==> src/rtl/sys_exc_pkg.sv <==
package sys_exc_pkg;
  localparam int NUM_EXC = 8;
  localparam int PRIO_W = 8;
  localparam int PRIO_REGS = 3;
  localparam int PRIO_LANES = 4;
  localparam int PRIO_BYTES = PRIO_REGS * PRIO_LANES;

  // register word indices
  localparam logic [2:0] ADDR_CTLSTATE = 3'd0;
  localparam logic [2:0] ADDR_VECBASE  = 3'd1;
  localparam logic [2:0] ADDR_RSTCTL   = 3'd2;
  localparam logic [2:0] ADDR_PRIO0    = 3'd3;
  localparam logic [2:0] ADDR_HANDLER  = 3'd6;

  localparam logic [15:0] RESET_KEY = 16'h05FA;

  // exception index order: NMI, mem, bus, usage, svc, debug, pendsv, tick
  localparam int IDX_NMI = 0;
  localparam int IDX_MEM = 1;
  localparam int IDX_BUS = 2;
  localparam int IDX_USAGE = 3;
  localparam int IDX_SVC = 4;
  localparam int IDX_DEBUG = 5;
  localparam int IDX_PENDSV = 6;
  localparam int IDX_TICK = 7;

  typedef struct packed {
    logic [NUM_EXC-1:0] pendSet;
    logic [NUM_EXC-1:0] pendClr;
    logic [NUM_EXC-1:0] actSet;
    logic [NUM_EXC-1:0] actClr;
    logic push;
    logic pop;
    logic wrVecBase;
    logic [PRIO_REGS-1:0] wrPrio;
    logic wrEnable;
    logic resetReq;
  } strobeT;

  // one-hot system exception mask for a vector number (0 for others)
  function automatic logic [NUM_EXC-1:0] vecToMask(input int unsigned vec);
    logic [NUM_EXC-1:0] m;
    m = '0;
    case (vec)
      2:  m[IDX_NMI] = 1'b1;
      4:  m[IDX_MEM] = 1'b1;
      5:  m[IDX_BUS] = 1'b1;
      6:  m[IDX_USAGE] = 1'b1;
      11: m[IDX_SVC] = 1'b1;
      12: m[IDX_DEBUG] = 1'b1;
      14: m[IDX_PENDSV] = 1'b1;
      15: m[IDX_TICK] = 1'b1;
      default: m = '0;
    endcase
    return m;
  endfunction
endpackage

==> src/rtl/sys_exc_ctrl.sv <==
module sys_exc_ctrl
  import sys_exc_pkg::*;
#(
  parameter int VEC_W = 9
) (
  input  logic               busWe,
  input  logic [2:0]         busAddr,
  input  logic [31:0]        busWdata,
  input  logic [NUM_EXC-1:0] hwSetPend,
  input  logic               ackValid,
  input  logic [VEC_W-1:0]   ackVector,
  input  logic               cmplValid,
  input  logic [VEC_W-1:0]   cmplVector,
  output strobeT             str
);
  logic wrCtl;
  logic [NUM_EXC-1:0] ackMask;
  logic [NUM_EXC-1:0] cmplMask;
  logic unusedWdata;

  assign unusedWdata = ^busWdata;
  assign wrCtl = busWe && (busAddr == ADDR_CTLSTATE);
  assign ackMask = ackValid ? vecToMask(int'(ackVector)) : '0;
  assign cmplMask = cmplValid ? vecToMask(int'(cmplVector)) : '0;

  always_comb begin
    str = '0;
    str.pendSet = hwSetPend;
    str.pendClr = ackMask;
    if (wrCtl) begin
      str.pendSet[IDX_NMI] = hwSetPend[IDX_NMI] | busWdata[31];
      str.pendSet[IDX_PENDSV] = hwSetPend[IDX_PENDSV] | busWdata[28];
      str.pendClr[IDX_PENDSV] = ackMask[IDX_PENDSV] | busWdata[27];
      str.pendSet[IDX_TICK] = hwSetPend[IDX_TICK] | busWdata[26];
      str.pendClr[IDX_TICK] = ackMask[IDX_TICK] | busWdata[25];
    end
    str.actSet = ackMask;
    str.actClr = cmplMask;
    str.push = ackValid;
    str.pop = cmplValid;
    str.wrVecBase = busWe && (busAddr == ADDR_VECBASE);
    for (int k = 0; k < PRIO_REGS; k++) begin
      str.wrPrio[k] = busWe && (busAddr == ADDR_PRIO0 + 3'(k));
    end
    str.wrEnable = busWe && (busAddr == ADDR_HANDLER);
    str.resetReq = busWe && (busAddr == ADDR_RSTCTL) &&
                   (busWdata[31:16] == RESET_KEY) &&
                   (busWdata[2] || busWdata[0]);
  end
endmodule

==> src/rtl/sys_exc_dp.sv <==
module sys_exc_dp
  import sys_exc_pkg::*;
#(
  parameter int VEC_W = 9,
  parameter int NEST_DEPTH = 8
) (
  input  logic                         clk,
  input  logic                         rstN,
  input  strobeT                       str,
  input  logic [2:0]                   busAddr,
  input  logic [31:0]                  busWdata,
  input  logic [VEC_W-1:0]             pushVec,
  input  logic [VEC_W-1:0]             pendVector,
  input  logic                         extPending,
  output logic [31:0]                  busRdata,
  output logic [NUM_EXC-1:0]           excPending,
  output logic [NUM_EXC-1:0]           excActive,
  output logic [NUM_EXC-1:0]           excEnable,
  output logic [PRIO_BYTES*PRIO_W-1:0] excPrio,
  output logic                         sysResetReq
);
  localparam int PTR_W = (NEST_DEPTH > 1) ? $clog2(NEST_DEPTH) : 1;

  logic [NUM_EXC-1:0] pendQ;
  logic [NUM_EXC-1:0] activeQ;
  logic [2:0] enQ;
  logic [31:7] vecBaseQ;
  logic [PRIO_W-1:0] prioQ [PRIO_BYTES];
  logic [VEC_W-1:0] stackQ [NEST_DEPTH];
  logic [PTR_W:0] depthQ;
  logic [PTR_W-1:0] topIdx;
  logic stackFull;
  logic doPop;
  logic doPush;
  logic doReplace;
  logic [VEC_W-1:0] activeVec;
  logic retToBase;
  logic resetQ;

  // pending/active state: set wins over clear
  always_ff @(posedge clk) begin
    if (!rstN) begin
      pendQ <= '0;
      activeQ <= '0;
      enQ <= '0;
      vecBaseQ <= '0;
      resetQ <= 1'b0;
    end else begin
      pendQ <= (pendQ & ~str.pendClr) | str.pendSet;
      activeQ <= (activeQ & ~str.actClr) | str.actSet;
      if (str.wrEnable) enQ <= busWdata[18:16];
      if (str.wrVecBase) vecBaseQ <= busWdata[31:7];
      resetQ <= str.resetReq;
    end
  end

  // priority bytes
  for (genvar r = 0; r < PRIO_REGS; r++) begin : g_prioReg
    for (genvar b = 0; b < PRIO_LANES; b++) begin : g_lane
      always_ff @(posedge clk) begin
        if (!rstN) prioQ[r*PRIO_LANES+b] <= '0;
        else if (str.wrPrio[r]) prioQ[r*PRIO_LANES+b] <= busWdata[b*PRIO_W +: PRIO_W];
      end
      assign excPrio[(r*PRIO_LANES+b)*PRIO_W +: PRIO_W] = prioQ[r*PRIO_LANES+b];
    end
  end

  // nesting stack of running vectors
  assign topIdx = PTR_W'(depthQ - 1'b1);
  assign stackFull = (depthQ == (PTR_W+1)'(NEST_DEPTH));
  assign doPop = str.pop && (depthQ != '0) && !str.push;
  assign doReplace = str.pop && (depthQ != '0) && str.push;
  assign doPush = str.push && !(str.pop && (depthQ != '0)) && !stackFull;

  always_ff @(posedge clk) begin
    if (!rstN) depthQ <= '0;
    else if (doPop) depthQ <= depthQ - 1'b1;
    else if (doPush) depthQ <= depthQ + 1'b1;
  end

  always_ff @(posedge clk) begin
    if (doReplace) stackQ[topIdx] <= pushVec;
    else if (doPush) stackQ[depthQ[PTR_W-1:0]] <= pushVec;
  end

  assign activeVec = (depthQ == '0) ? '0 : stackQ[topIdx];
  assign retToBase = (depthQ <= (PTR_W+1)'(1));

  // read mux
  always_comb begin
    busRdata = '0;
    case (busAddr)
      ADDR_CTLSTATE: begin
        busRdata[VEC_W-1:0] = activeVec;
        busRdata[11] = retToBase;
        busRdata[12 +: VEC_W] = pendVector;
        busRdata[22] = extPending;
        busRdata[26] = pendQ[IDX_TICK];
        busRdata[28] = pendQ[IDX_PENDSV];
        busRdata[31] = pendQ[IDX_NMI];
      end
      ADDR_VECBASE: busRdata[31:7] = vecBaseQ;
      ADDR_HANDLER: begin
        busRdata[0] = activeQ[IDX_MEM];
        busRdata[1] = activeQ[IDX_BUS];
        busRdata[3] = activeQ[IDX_USAGE];
        busRdata[7] = activeQ[IDX_SVC];
        busRdata[8] = activeQ[IDX_DEBUG];
        busRdata[10] = activeQ[IDX_PENDSV];
        busRdata[11] = activeQ[IDX_TICK];
        busRdata[12] = pendQ[IDX_USAGE];
        busRdata[13] = pendQ[IDX_MEM];
        busRdata[14] = pendQ[IDX_BUS];
        busRdata[15] = pendQ[IDX_SVC];
        busRdata[18:16] = enQ;
      end
      default: begin
        for (int k = 0; k < PRIO_REGS; k++) begin
          if (busAddr == ADDR_PRIO0 + 3'(k)) begin
            for (int b = 0; b < PRIO_LANES; b++) begin
              busRdata[b*PRIO_W +: PRIO_W] = prioQ[k*PRIO_LANES+b];
            end
          end
        end
      end
    endcase
  end

  assign excPending = pendQ;
  assign excActive = activeQ;
  assign excEnable = {4'b1111, enQ, 1'b1};
  assign sysResetReq = resetQ;

  // an NMI set request always leaves the NMI pending
  p_nmi_set_r2 : assert property (@(posedge clk) disable iff (!rstN)
    str.pendSet[IDX_NMI] |=> excPending[IDX_NMI]);

  // set and clear together leave pendable service pending
  p_set_wins_r3 : assert property (@(posedge clk) disable iff (!rstN)
    (str.pendSet[IDX_PENDSV] && str.pendClr[IDX_PENDSV]) |=> excPending[IDX_PENDSV]);

  // a completed vector is no longer active
  p_cmpl_clears_r7 : assert property (@(posedge clk) disable iff (!rstN)
    (str.actClr != '0 && (str.actClr & str.actSet) == '0) |=> ((excActive & $past(str.actClr)) == '0));

  // completing the last nested vector returns to thread level
  p_last_pop_r6 : assert property (@(posedge clk) disable iff (!rstN)
    (str.pop && !str.push && depthQ == (PTR_W+1)'(1)) |=> (activeVec == '0 && retToBase));
endmodule

==> src/rtl/sys_exc_regs.sv <==
module sys_exc_regs
  import sys_exc_pkg::*;
#(
  parameter int VEC_W = 9,
  parameter int NEST_DEPTH = 8
) (
  input  logic              clk,
  input  logic              rstN,
  input  logic              busWe,
  input  logic [2:0]        busAddr,
  input  logic [31:0]       busWdata,
  output logic [31:0]       busRdata,
  input  logic [7:0]        hwSetPend,
  input  logic              ackValid,
  input  logic [VEC_W-1:0]  ackVector,
  input  logic              cmplValid,
  input  logic [VEC_W-1:0]  cmplVector,
  input  logic [VEC_W-1:0]  pendVector,
  input  logic              extPending,
  output logic [7:0]        excPending,
  output logic [7:0]        excActive,
  output logic [7:0]        excEnable,
  output logic [95:0]       excPrio,
  output logic              sysResetReq
);
  strobeT str;

  sys_exc_ctrl #(.VEC_W(VEC_W)) u_ctrl (
    .busWe(busWe), .busAddr(busAddr), .busWdata(busWdata),
    .hwSetPend(hwSetPend), .ackValid(ackValid), .ackVector(ackVector),
    .cmplValid(cmplValid), .cmplVector(cmplVector), .str(str)
  );

  sys_exc_dp #(.VEC_W(VEC_W), .NEST_DEPTH(NEST_DEPTH)) u_dp (
    .clk(clk), .rstN(rstN), .str(str), .busAddr(busAddr), .busWdata(busWdata),
    .pushVec(ackVector), .pendVector(pendVector), .extPending(extPending),
    .busRdata(busRdata), .excPending(excPending), .excActive(excActive),
    .excEnable(excEnable), .excPrio(excPrio), .sysResetReq(sysResetReq)
  );

  // a reset request only follows a keyed write to the reset control word
  p_key_gate_r12 : assert property (@(posedge clk) disable iff (!rstN)
    $rose(sysResetReq) |-> $past(busWe && busAddr == ADDR_RSTCTL && busWdata[31:16] == RESET_KEY));
endmodule

==> config.mk <==
export PLATFORM = sky130hd
export DESIGN_NAME = sys_exc_regs
export DESIGN_NICKNAME = d
export VERILOG_FILES = /design/src/rtl/sys_exc_pkg.sv /design/src/rtl/sys_exc_ctrl.sv /design/src/rtl/sys_exc_dp.sv /design/src/rtl/sys_exc_regs.sv
export SDC_FILE = /design/constraint.sdc
export NUM_CORES = 1
export LEC_CHECK = 0
export BUFFER_PORTS_ARGS = -buffer_cell sky130_fd_sc_hd__buf_2
export CORE_ASPECT_RATIO = 0.5
export CORE_MARGIN = 2
export CORE_UTILIZATION = 49
export CTS_CLUSTER_SIZE = 20
export DETAILED_ROUTE_END_ITERATION = 8
export GPL_TIMING_DRIVEN = 0
export PLACE_DENSITY = 0.77
export SYNTH_ARGS = -nofsm -noshare
export SYNTH_HDL_FRONTEND = slang
export SYNTH_SLANG_ARGS = --single-unit
export TNS_END_PERCENT = 50
==> constraint.sdc <==
create_clock -name clk -period 3.5 [get_ports clk]
set_input_delay 0.175 -clock clk [delete_from_list [all_inputs] [get_ports clk]]
set_output_delay 0.175 -clock clk [all_outputs]
set_load 0.1 [all_outputs]
==> reports/qor.yml <==
run_status:
  failed_checks: "negative hold slack"
  status: "finished, violations left"
timing:
  final_max_slew_viol_count: 0
  slew-limit-headroom_pct: 25.5
  rsz0062_at_grt: "no"
  fmax_mhz: 299
  report.final.hold_viol_count: 4
  finalClockSkew_ps: 11.7
  max_slew.worst_pin.slew_ps: 1120
  post-route-period-util_pct: 95.6
  finalCriticalPeriod_ps: 3350
  setup_viol: 0
  whs_ps: -2.13
job:
  drv_cap: 0
worst_setup_path:
  crit_slowest_cell: "dfxtp_1"
  arrival_ps: 3170
  worstPathCellList: "clkbuf_4, buf_6, inv_1, ha_1, clkbuf_1, or2_1, o21ai_2, nand3_1, nand3_1, buf_4"
  cpMostUsedCell: "nand3_1"
  crit_required_ps: 3320
  crit_fanout: 10
  end_kind: "output pin"
  startpoint_type: "flop"
  max_stage_delay_ps: 400
  path_class: "reg2out"
clocking:
  numCtsBuffers: 21
  cts_tree: "done"
  clock_latency_ps: 520
  clk_path_buf_depth: 3
  cts.htree.levels: 1
  cts.sinks: 217
  root_buffer: "clkbuf_16"
  postCtsSetupBuffers: 0
  clk_pin_slew_ps: 70
synthesis:
  synthArstFlopShare_pct: 0
  yosysTopAreaCell: "edfxtp_1"
  synthTopCellsByArea: "edfxtp_1 (51%), dfxtp_1 (9.9%), and2_1 (6.3%)"
  synth_area_um2: 9910
  synth_seq_cells: 217
  synth_cell_type_count: 62
  synth_ff_type: "edfxtp_1"
  synth-seq-area-share_pct: 60.8
  yosys_warnings: 0
  avgSynthCellArea_um2: 12.5
  synth_top_area_share_pct: 50.9
  syn_inst: 790
  synth_edf_count: 168
route:
  drc: 0
  ant_nets: 0
  wl_mm: 31.5
  drt-initial-drc-count: 792
  first_pass_iters: 5
  via_per_inst: 5.87
  wl_per_cell_um: 23.1
  vias: 8025
floorplan:
  rows: 36
  fp.dieArea_um2: 21400
  die_y_um: 105
  initial_core_util_pct: 50.5
  die_x_um: 205
  core_area_um2: 19600
  ios: 229
final_layout:
  final_nets: 1162
  fin_cells: 1366
  n_fill_cell: 1562
  final_area_um2: 12600
  syn_to_final_growth_pct: 27.5
  mostFrequentLayoutCells: "buf_2 (229), edfxtp_1 (168), and2_1 (100)"
  layout_commonest_cell: "buf_2"
  multi_input_area_um2: 3670
  register_area_um2: 6030
  drive_above_1_share_pct: 30.8
grt:
  grt.overflow.total: 0
  grt_max_degree: 33
  grt_pass1_wl_mm: 46.5
  grt_pass1_vias: 7887
  grtUsageTotal_pct: 28.8
  antenna_found_initial: 3
place:
  dp_hpwl_mm: 21.8
  dp_cells: 1283
  globalplace.congestion: 0.885
  port_buffers: 221
  place_area_um2: 11400
min_path:
  hold_path_class: "in2reg"
power:
  power_density_nw_per_um2: 604
  power.leakage_nw: 4.84
  power.total_w: 0.00764
  peakVddDrop_uv: 437
-- logic make-up (layout without fill, tap and decap cells) --
logic type               count (synthesis)  after routing  synth area share [%]
AND/OR/NAND/NOR                        308            308                  17.3
flip-flops                             217            217                  60.8
AO/OA/AOI/OAI                          134            135                  8.86
buffers and inverters                   64            366                  2.90
multiplexers                            62             62                  9.63
adder cells (fa/ha/maj)                  4              4                 0.505
other                                    1              8                0.0378
-- worst max-delay path: cells and delay by family, from the launching register on --
family / cells / cell delay, ps
AND/OR/NAND/NOR: 3 / 620
flip-flops: 1 / 400
adder cells (fa/ha/maj): 1 / 210
AO/OA/AOI/OAI: 1 / 310
buffers and inverters: 5 / 1110
-- report_power, final --
part | total [W] | internal [W] | switching [W]
logic | 0.00214 | 0.000506 | 0.00163
clock network | 0.00242 | 0.00141 | 0.00101
registers | 0.00308 | 0.00299 | 0.0000889
-- Yosys cell counts, types with 3 or more instances --
library cell and count:
inv_1 8, mux2_1 17, ha_1 4, mux2i_1 11, edfxtp_1 168, nor2b_1 8
nor3_1 5, dfxtp_1 49, a221oi_1 3, a22o_1 6, buf_2 17, nand2b_1 9
buf_4 7, nand2_1 93, a21oi_1 45, a211oi_1 9, clkbuf_1 25, nor3b_1 4
nand3_1 41, nor4_1 4, a22oi_1 19, nor2_1 13, a221o_1 7, o21ai_1 26
mux4_2 24, nand4_1 5, nand4b_1 4, o31ai_1 4, mux2_2 10, buf_1 5
and2_1 100
-- flip-flops by register name, summed over array words and instances, names as in the netlist --
register / cells
u_dp.sysResetReq: 1
u_dp.enQ: 3
u_dp.depthQ: 4
u_dp.excActive: 8
u_dp.excPending: 8
u_dp.vecBaseQ: 25
u_dp.prioQ: 96
u_dp.stackQ: 72
-- per-stage QoR --
stage | worst slack, ps | setup TNS, ps | utilization, %
after floorplan | 409 | 0 | -
after global placement | -390 | -14150 | 57.9
after detailed placement | -282 | -8200 | 58.2
after CTS | 29.0 | 0 | 64.2
after global routing | 14.7 | 0 | 64.3
final | 155 | 0 | 64.3
-- metal layers --
layer	up-vias	share of wire, %	global-route usage (%)
li1	3519	-	-
met1	3962	40	38.7
met2	452	47	45.8
met3	92	8.6	5.33
met4	0	4.2	12.8
met5	-	0	0
-- final cells by class --
cell class	count	share of cell area, %
inverters	10	0.297
clock buffers	27	4.34
well taps	266	2.63
diodes	3	0.0594
multi-input cells	514	29.0
repair buffers	264	12.5
flip-flops and latches	217	47.7
plain buffers	54	2.07
clock inverters	11	1.33
-- final timing paths --
path / from / to / cells past startpoint / slack [ps]
setup / recovery: u_dp.depthQ[0]$_SDFFE_PN0P_ / busRdata[8] / 10 / 150
hold / removal: ackVector[4] / u_dp.stackQ[1][4]$_DFFE_PP_ / 1 / -2
setup reg to reg: u_dp.depthQ[0]$_SDFFE_PN0P_ / u_dp.stackQ[4][6]$_DFFE_PP_ / 9 / 250
hold reg to reg: u_dp.vecBaseQ[8]$_SDFFE_PN0P_ / u_dp.vecBaseQ[8]$_SDFFE_PN0P_ / 2 / 450
-- timing repair --
item / in CTS / in global routing
pin swaps: 0 / 1
hold buffers: 41 / 0
setup endpoints to repair: 81 / 63
gates resized for setup: 17 / 7
cloned: 0 / 1
endpoints found under the hold margin: 92 / 0
(Power assumes the default switching activity.)
